$ cat src/rtl/tmr_pkg.sv
package tmr_pkg;

    typedef enum logic [1:0] {
        ACC_LATCH = 2'b00,
        ACC_LO    = 2'b01,
        ACC_HI    = 2'b10,
        ACC_LOHI  = 2'b11
    } acc_e;

    typedef enum logic {
        LD_LOW  = 1'b0,
        LD_HIGH = 1'b1
    } ld_e;

    typedef enum logic {
        CS_STOP = 1'b0,
        CS_RUN  = 1'b1
    } cs_e;

    // Field order matches command byte bits 5:0
    typedef struct packed {
        acc_e       acc;
        logic [2:0] mode;
        logic       bcd;
    } cfg_t;

endpackage

$ cat src/rtl/tmr_byte_loader.sv
module tmr_byte_loader
    import tmr_pkg::*;
#(
    parameter int BYTE_W = 8
) (
    input  logic                clk,
    input  logic                rst_n,
    input  logic                cmd_wr_i,
    input  cfg_t                cmd_i,
    input  logic                data_wr_i,
    input  logic [BYTE_W-1:0]   data_i,
    output logic                commit_o,
    output logic [2*BYTE_W-1:0] div_o,
    output logic                bcd_o,
    output logic                sq_o
);

    cfg_t              cfg_q;
    ld_e               ld_q, ld_d;
    logic [BYTE_W-1:0] lo_q;

    // state register
    always_ff @(posedge clk or negedge rst_n) begin
        if (!rst_n) ld_q <= LD_LOW;
        else        ld_q <= ld_d;
    end

    always_ff @(posedge clk or negedge rst_n) begin
        if (!rst_n) begin
            cfg_q <= '{acc: ACC_LOHI, mode: 3'b011, bcd: 1'b0};
            lo_q  <= '0;
        end else begin
            if (cmd_wr_i) cfg_q <= cmd_i;
            if (data_wr_i && cfg_q.acc == ACC_LOHI && ld_q == LD_LOW) lo_q <= data_i;
        end
    end

    // transitions
    always_comb begin
        ld_d = ld_q;
        if (cmd_wr_i) begin
            ld_d = LD_LOW;
        end else if (data_wr_i && cfg_q.acc == ACC_LOHI) begin
            unique case (ld_q)
                LD_LOW:  ld_d = LD_HIGH;
                LD_HIGH: ld_d = LD_LOW;
            endcase
        end
    end

    // outputs
    always_comb begin
        commit_o = 1'b0;
        div_o    = '0;
        unique case (cfg_q.acc)
            ACC_LO: begin
                commit_o = data_wr_i;
                div_o    = {{BYTE_W{1'b0}}, data_i};
            end
            ACC_HI: begin
                commit_o = data_wr_i;
                div_o    = {data_i, {BYTE_W{1'b0}}};
            end
            ACC_LOHI: begin
                commit_o = data_wr_i && (ld_q == LD_HIGH);
                div_o    = {data_i, lo_q};
            end
            default: ;
        endcase
    end

    assign bcd_o = cfg_q.bcd;
    assign sq_o  = (cfg_q.mode == 3'b011) || (cfg_q.mode == 3'b111);

    assert_lohi_pairs_R4: assert property (@(posedge clk) disable iff (!rst_n)
        (commit_o && cfg_q.acc == ACC_LOHI) |=> !commit_o);

    assert_cmd_rearms_R3: assert property (@(posedge clk) disable iff (!rst_n)
        cmd_wr_i |=> (!commit_o || cfg_q.acc != ACC_LOHI));

endmodule

$ cat src/rtl/tmr_down_counter.sv
module tmr_down_counter
    import tmr_pkg::*;
#(
    parameter int CNT_W = 16
) (
    input  logic             clk,
    input  logic             rst_n,
    input  logic             tick_i,
    input  logic             stop_i,
    input  logic             commit_i,
    input  logic [CNT_W-1:0] div_i,
    input  logic             bcd_i,
    input  logic             sq_i,
    output logic             out_o
);

    localparam int VAL_W  = CNT_W + 1;
    localparam int DIGITS = CNT_W / 4;
    // 2^CNT_W in binary is also digit 1 above the top BCD digit
    localparam logic [VAL_W-1:0] FULL = VAL_W'(1) << CNT_W;

    function automatic logic [VAL_W-1:0] bcd_dec(input logic [VAL_W-1:0] v);
        logic [VAL_W-1:0] r;
        logic             br;
        r  = v;
        br = 1'b1;
        for (int i = 0; i < DIGITS; i++) begin
            if (br) begin
                if (v[4*i +: 4] == 4'd0) r[4*i +: 4] = 4'd9;
                else begin
                    r[4*i +: 4] = v[4*i +: 4] - 4'd1;
                    br          = 1'b0;
                end
            end
        end
        if (br) r[CNT_W] = 1'b0;
        return r;
    endfunction

    function automatic logic [VAL_W-1:0] bcd_half(input logic [VAL_W-1:0] v);
        logic [VAL_W-1:0] r;
        r = '0;
        for (int i = 0; i < DIGITS; i++)
            r[4*i +: 4] = {1'b0, v[4*i+1 +: 3]} + (v[4*i+4] ? 4'd5 : 4'd0);
        return r;
    endfunction

    function automatic logic bcd_ok(input logic [VAL_W-1:0] v);
        logic ok;
        ok = 1'b1;
        for (int i = 0; i < DIGITS; i++)
            if (v[4*i +: 4] > 4'd9) ok = 1'b0;
        return ok;
    endfunction

    cs_e              cs_q, cs_d;
    logic [VAL_W-1:0] cnt_q, cnt_d, reload_q, half_q, new_reload, new_half;
    logic             bcd_q;

    assign new_reload = (div_i == '0) ? FULL : {1'b0, div_i};
    assign new_half   = bcd_i ? bcd_half(new_reload) : (new_reload >> 1);

    // state register
    always_ff @(posedge clk or negedge rst_n) begin
        if (!rst_n) begin
            cs_q     <= CS_STOP;
            cnt_q    <= VAL_W'(1);
            reload_q <= VAL_W'(1);
            half_q   <= '0;
            bcd_q    <= 1'b0;
        end else begin
            cs_q  <= cs_d;
            cnt_q <= cnt_d;
            if (commit_i && !stop_i) begin
                reload_q <= new_reload;
                half_q   <= new_half;
                bcd_q    <= bcd_i;
            end
        end
    end

    // transitions
    always_comb begin
        cs_d  = cs_q;
        cnt_d = cnt_q;
        if (stop_i) begin
            cs_d = CS_STOP;
        end else if (commit_i) begin
            cs_d  = sq_i ? CS_RUN : CS_STOP;
            cnt_d = new_reload;
        end else begin
            unique case (cs_q)
                CS_STOP: ;
                CS_RUN: if (tick_i) begin
                    if (cnt_q == VAL_W'(1)) cnt_d = reload_q;
                    else if (bcd_q)         cnt_d = bcd_dec(cnt_q);
                    else                    cnt_d = cnt_q - VAL_W'(1);
                end
            endcase
        end
    end

    // outputs
    always_comb begin
        out_o = (cs_q == CS_STOP) || (cnt_q > half_q);
    end

    assert_cnt_in_range_R6: assert property (@(posedge clk) disable iff (!rst_n)
        (cs_q == CS_RUN) |-> (cnt_q >= VAL_W'(1) && cnt_q <= reload_q));

    assert_reload_wrap_R6: assert property (@(posedge clk) disable iff (!rst_n)
        (cs_q == CS_RUN && tick_i && cnt_q == VAL_W'(1) && !commit_i && !stop_i)
        |=> (cnt_q == $past(reload_q)));

    assert_hold_no_tick_R7: assert property (@(posedge clk) disable iff (!rst_n)
        (!tick_i && !commit_i && !stop_i) |=> $stable(out_o));

    assert_bcd_digits_R8: assert property (@(posedge clk) disable iff (!rst_n)
        (cs_q == CS_RUN && bcd_q) |-> bcd_ok(cnt_q));

    assert_stop_high_R3: assert property (@(posedge clk) disable iff (!rst_n)
        stop_i |=> out_o);

endmodule

$ cat src/rtl/tmr_interval3.sv
module tmr_interval3
    import tmr_pkg::*;
#(
    parameter int NUM_CH = 3,
    parameter int BYTE_W = 8
) (
    input  logic              clk,
    input  logic              rst_n,
    input  logic              cnt_en,
    input  logic              wr_en,
    input  logic [1:0]        wr_addr,
    input  logic [BYTE_W-1:0] wr_data,
    output logic [NUM_CH-1:0] ch_out
);

    localparam int         CNT_W    = 2 * BYTE_W;
    localparam logic [1:0] CMD_ADDR = 2'd3;

    logic cmd_hit;
    cfg_t cmd_cfg;
    logic [NUM_CH-1:0] cmd_vec;

    assign cmd_hit = wr_en && (wr_addr == CMD_ADDR);
    assign cmd_cfg = cfg_t'(wr_data[5:0]);

    for (genvar g = 0; g < NUM_CH; g++) begin : g_ch
        logic             commit, bcd, sq, data_hit;
        logic [CNT_W-1:0] div;

        assign cmd_vec[g] = cmd_hit && (wr_data[7:6] == 2'(g)) && (cmd_cfg.acc != ACC_LATCH);
        assign data_hit   = wr_en && (wr_addr == 2'(g));

        tmr_byte_loader #(.BYTE_W(BYTE_W)) u_load (
            .clk       (clk),
            .rst_n     (rst_n),
            .cmd_wr_i  (cmd_vec[g]),
            .cmd_i     (cmd_cfg),
            .data_wr_i (data_hit),
            .data_i    (wr_data),
            .commit_o  (commit),
            .div_o     (div),
            .bcd_o     (bcd),
            .sq_o      (sq)
        );

        tmr_down_counter #(.CNT_W(CNT_W)) u_cnt (
            .clk      (clk),
            .rst_n    (rst_n),
            .tick_i   (cnt_en),
            .stop_i   (cmd_vec[g]),
            .commit_i (commit),
            .div_i    (div),
            .bcd_i    (bcd),
            .sq_i     (sq),
            .out_o    (ch_out[g])
        );
    end

    assert_single_cmd_R1: assert property (@(posedge clk) disable iff (!rst_n)
        $onehot0(cmd_vec));

endmodule

$ cat config.mk
export PLATFORM = sky130hd
export DESIGN_NAME = tmr_interval3
export DESIGN_NICKNAME = d
export VERILOG_FILES = /design/src/rtl/tmr_pkg.sv /design/src/rtl/tmr_byte_loader.sv /design/src/rtl/tmr_down_counter.sv /design/src/rtl/tmr_interval3.sv
export SDC_FILE = /design/constraint.sdc
export NUM_CORES = 1
export LEC_CHECK = 0
export BUFFER_PORTS_ARGS = -buffer_cell sky130_fd_sc_hd__buf_2
export CAP_MARGIN = 10
export CELL_PAD_IN_SITES_DETAIL_PLACEMENT = 2
export CELL_PAD_IN_SITES_GLOBAL_PLACEMENT = 2
export CORE_MARGIN = 3
export CORE_UTILIZATION = 42
export CTS_BUF_LIST = sky130_fd_sc_hd__clkbuf_8
export CTS_CLUSTER_SIZE = 28
export DETAILED_ROUTE_END_ITERATION = 8
export PLACE_DENSITY_LB_ADDON = 0.1
export REMOVE_ABC_BUFFERS = 1
export SLEW_MARGIN = 0
export SYNTH_ARGS = -nofsm -noshare
export SYNTH_HDL_FRONTEND = slang
export SYNTH_SLANG_ARGS = --single-unit
export TNS_END_PERCENT = 10
$ cat constraint.sdc
create_clock -name clk -period 3.3 [get_ports clk]
set_input_delay 0 -clock clk [delete_from_list [all_inputs] [get_ports clk]]
set_output_delay 0 -clock clk [all_outputs]
set_load 0.01 [all_outputs]
==> results.md <==
- Commonest non-fill, non-tap cells in the layout: nand2_1 (235), dfrtp_1 (180), o21ai_0 (111), ha_1 (96), nor2_1 (79)
- Area delta synth->final: 8.27%
- Worst Max-Slew Pin Slew: 1.04 ns
- Data arrival time of the worst path: 3.43 ns
- Die area: 32,600 um2
- RSZ-0062 raised after global routing: false
- Crit Path Category: reg2reg
- Cell Count, Final, Fillers Out: 1,854
- Data required, critical path: 3.69 ns
- Overflow after GRT: 0
- Cell count after synthesis: 1,458
- Async set or reset register ratio after synthesis: 1.00
- First-pass GRT wire length: 68.7 mm
- DRC: 0
- Port buffer count: 16
- Ports: 17
- Avg WL per Cell: 22.0 um
- Max cap viols: 0
- Pins over their slew limit: 0
- 1st-iter DRT viols: 475
- HP Start: wr_data[6]
- TNS Setup: 0 ns
- Pre-Repair DR Iteration Count: 4
- CTS Root Cell: clkbuf_8
- CTS tree: done
- Worst hold slack: 0.0418 ns
- Number of vias per cell: 5.95
- Total Wirelength: 40.8 mm
- Initial antenna violation count: 1
- Worst Hold Class: in2reg
- Status: complete, no violations
- Die height: 181 um
- Worst setup margin: 0.256 ns
- Bufs on Longest Clock Path: 2
- Hold-critical path depth: 2
- Vias: 11,000
- Layout cells sized above 1: 0.134
- Syn Std Cell Area: 12,800 um2
- # H-tree levels: 4
- Final nets: 1,560
- Die X: 181 um
- Initial Util: 0.429
- Seq/Total Area, Yosys: 0.389
- Final worst-path cycle share: 0.922
- PwrDens: 832 nW/um2
- Post-synth EDFFs: 0
- Yosys reg bits: 198
- Hold EP: g_ch[1].u_load.lo_q[6]$_DFFE_PN0P_
- Avg Cell Area, Syn: 8.78 um2
- Max Fclk: 329 MHz
- Placed Cells: 1,816
- Util after Layout: 0.464
- Num rows: 63
- FF-to-FF setup slack: 0.26 ns
- Max_slew headroom: 0.310
- Largest net degree at the start of global routing: 99
- Critical path startpoint category: register
- Pre-CTS setup slack: 0.282 ns
- Vias in the first global route: 12,300
- Setup violators final: 0
- Final hold violation count: 0
- Clock latency on the worst-skew pair: 0.50 ns
- Unique masters post-synth: 67
- Prevailing post-synth register cell: dfrtp_1
- R2R depth: 7
- FF-to-FF End: g_ch[1].u_cnt.cnt_q[10]$_DFFE_PN0P_
- Final min period: 3.04 ns
- Clock Sinks: 198
- Core ar.: 29,900 um2
- Total GRT Usage: 0.259
- CP max FO: 12
- Peak supply drop: 0.000306 V
- Placer Congestion: 0.784
- Syn. warnings: 0
- Element type at the critical path end: register
- Commonest non-fill, non-tap cell in the layout: nand2_1
- Worst r2r src: g_ch[1].u_load.cfg_q[5]$_DFFE_PN1P_
- Cts bufs inserted: 17
- Post-DP HPWL: 29.6 mm
- Clk slew on worst S/H paths: 0.10 ns
- Fin Clk Skew: 0.0141 ns
- Routed Antenna Nets: 0
- Leak pwr: 6.40 nW
==> power by group <==
group | switching, mW | internal [mW] | leakage [nW]
registers | 1.04 | 3.42 | 2.49
clock network | 0.936 | 0.785 | 0.213
logic | 3.05 | 2.30 | 3.70
total | 5.03 | 6.50 | 6.40
==> worst max-delay path by stage <==
stage / cells past startpoint / slack [ns] / startpoint / endpoint
2_1_floorplan: 7 / -1.05 / g_ch[0].u_load.cfg_q[5]$_DFFE_PN1P_ / g_ch[0].u_cnt.cnt_q[6]$_DFFE_PN0P_
3_3_place_gp: 7 / 0.42 / g_ch[1].u_load.cfg_q[5]$_DFFE_PN1P_ / g_ch[1].u_cnt.cnt_q[9]$_DFFE_PN0P_
3_5_place_dp: 7 / 0.28 / g_ch[1].u_load.cfg_q[5]$_DFFE_PN1P_ / g_ch[1].u_cnt.cnt_q[9]$_DFFE_PN0P_
4_1_cts: 7 / 0.26 / g_ch[1].u_load.cfg_q[5]$_DFFE_PN1P_ / g_ch[1].u_cnt.cnt_q[9]$_DFFE_PN0P_
5_1_grt: 8 / 0.05 / g_ch[1].u_load.cfg_q[5]$_DFFE_PN1P_ / g_ch[1].u_cnt.cnt_q[16]$_DFFE_PN0P_
6_report: 7 / 0.26 / g_ch[1].u_load.cfg_q[5]$_DFFE_PN1P_ / g_ch[1].u_cnt.cnt_q[10]$_DFFE_PN0P_
==> registers in the layout (all words and copies together) (netlist names) <==
| signal | flops |
|---|---|
| g_ch.u_cnt.bcd_q | 3 |
| g_ch.u_cnt.half_q | 48 |
| g_ch.u_cnt.cnt_q | 51 |
| g_ch.u_load.bcd_o | 3 |
| g_ch.u_load.lo_q | 24 |
| g_ch.u_load.cfg_q | 12 |
| g_ch.u_cnt.reload_q | 51 |
| g_ch.u_load.ld_q | 3 |
| g_ch.u_cnt.cs_q | 3 |
==> cell families after synthesis <==
logic type / Yosys count / synth area share
simple gates: 494 / 0.182
compound gates: 398 / 0.198
flops: 198 / 0.389
buf+inv: 166 / 0.0514
fa+ha+maj: 96 / 0.0938
mux: 78 / 0.0667
xor+xnor: 28 / 0.0192
==> area by class of cell <==
cell class / count / area (um2)
Multi-Input combinational cell: 1094 / 7200
Clock inverter: 13 / 151
Fill cell: 3325 / 16000
Sequential cell: 198 / 4980
Tap cell: 390 / 488
Antenna cell: 1 / 2.50
Timing Repair Buffer: 72 / 534
Inverter: 67 / 251
Clock buffer: 19 / 262
==> through the flow <==
| stage | power (mW) | area, um2 |
|---|---|---|
| after floorplan | 7.86 | 12400 |
| after global placement | 9.44 | 13400 |
| after detailed placement | 9.84 | 13400 |
| after CTS | 11.6 | 13900 |
| after global routing | 12.6 | 13900 |
| final | 11.5 | 13900 |
==> worst max-delay path, cell delays in order (launching register included) <==
cell	delay [ns]
dfstp_2	0.67
inv_1	0.13
ha_1	0.29
a21oi_1	0.05
or4_2	0.62
o21ai_0	0.30
o21ai_0	0.48
mux2_2	0.39
==> repair_timing <==
item | CTS | global route
gates resized for setup | 0 | 0
buffers inserted | 0 | 0
hold buffers | 5 | 0
hold endpoints to repair | 93 | 0
==> synth_stat cells, types with 19 or more instances <==
master    instances  area (um2)
nand2_1         235         882
dfrtp_1         180        4500
o21ai_0         111         556
ha_1             96        1200
clkbuf_1         87         327
nor2_1           79         297
a21oi_1          67         335
inv_1            67         251
mux2_2           57         642
nor3_1           34         170
o211ai_1         34         255
a22oi_1          31         233
a31oi_1          26         163
a21o_1           23         173
nand3_1          22         110
a211oi_1         20         150
mux2i_1          19         190
nor4_1           19         119
==> routing by layer <==
| layer | up-vias | global-route usage | routed length (um) |
|---|---|---|---|
| met3 | 37 | 0.0258 | 583 |
| li1 | 5197 | - | - |
| met5 | - | 0 | 0 |
| met1 | 5728 | 0.346 | 18900 |
| met4 | 0 | 0.0593 | 594 |
| met2 | 76 | 0.455 | 20700 |
Note: power is estimated with default switching activity, not from simulation.
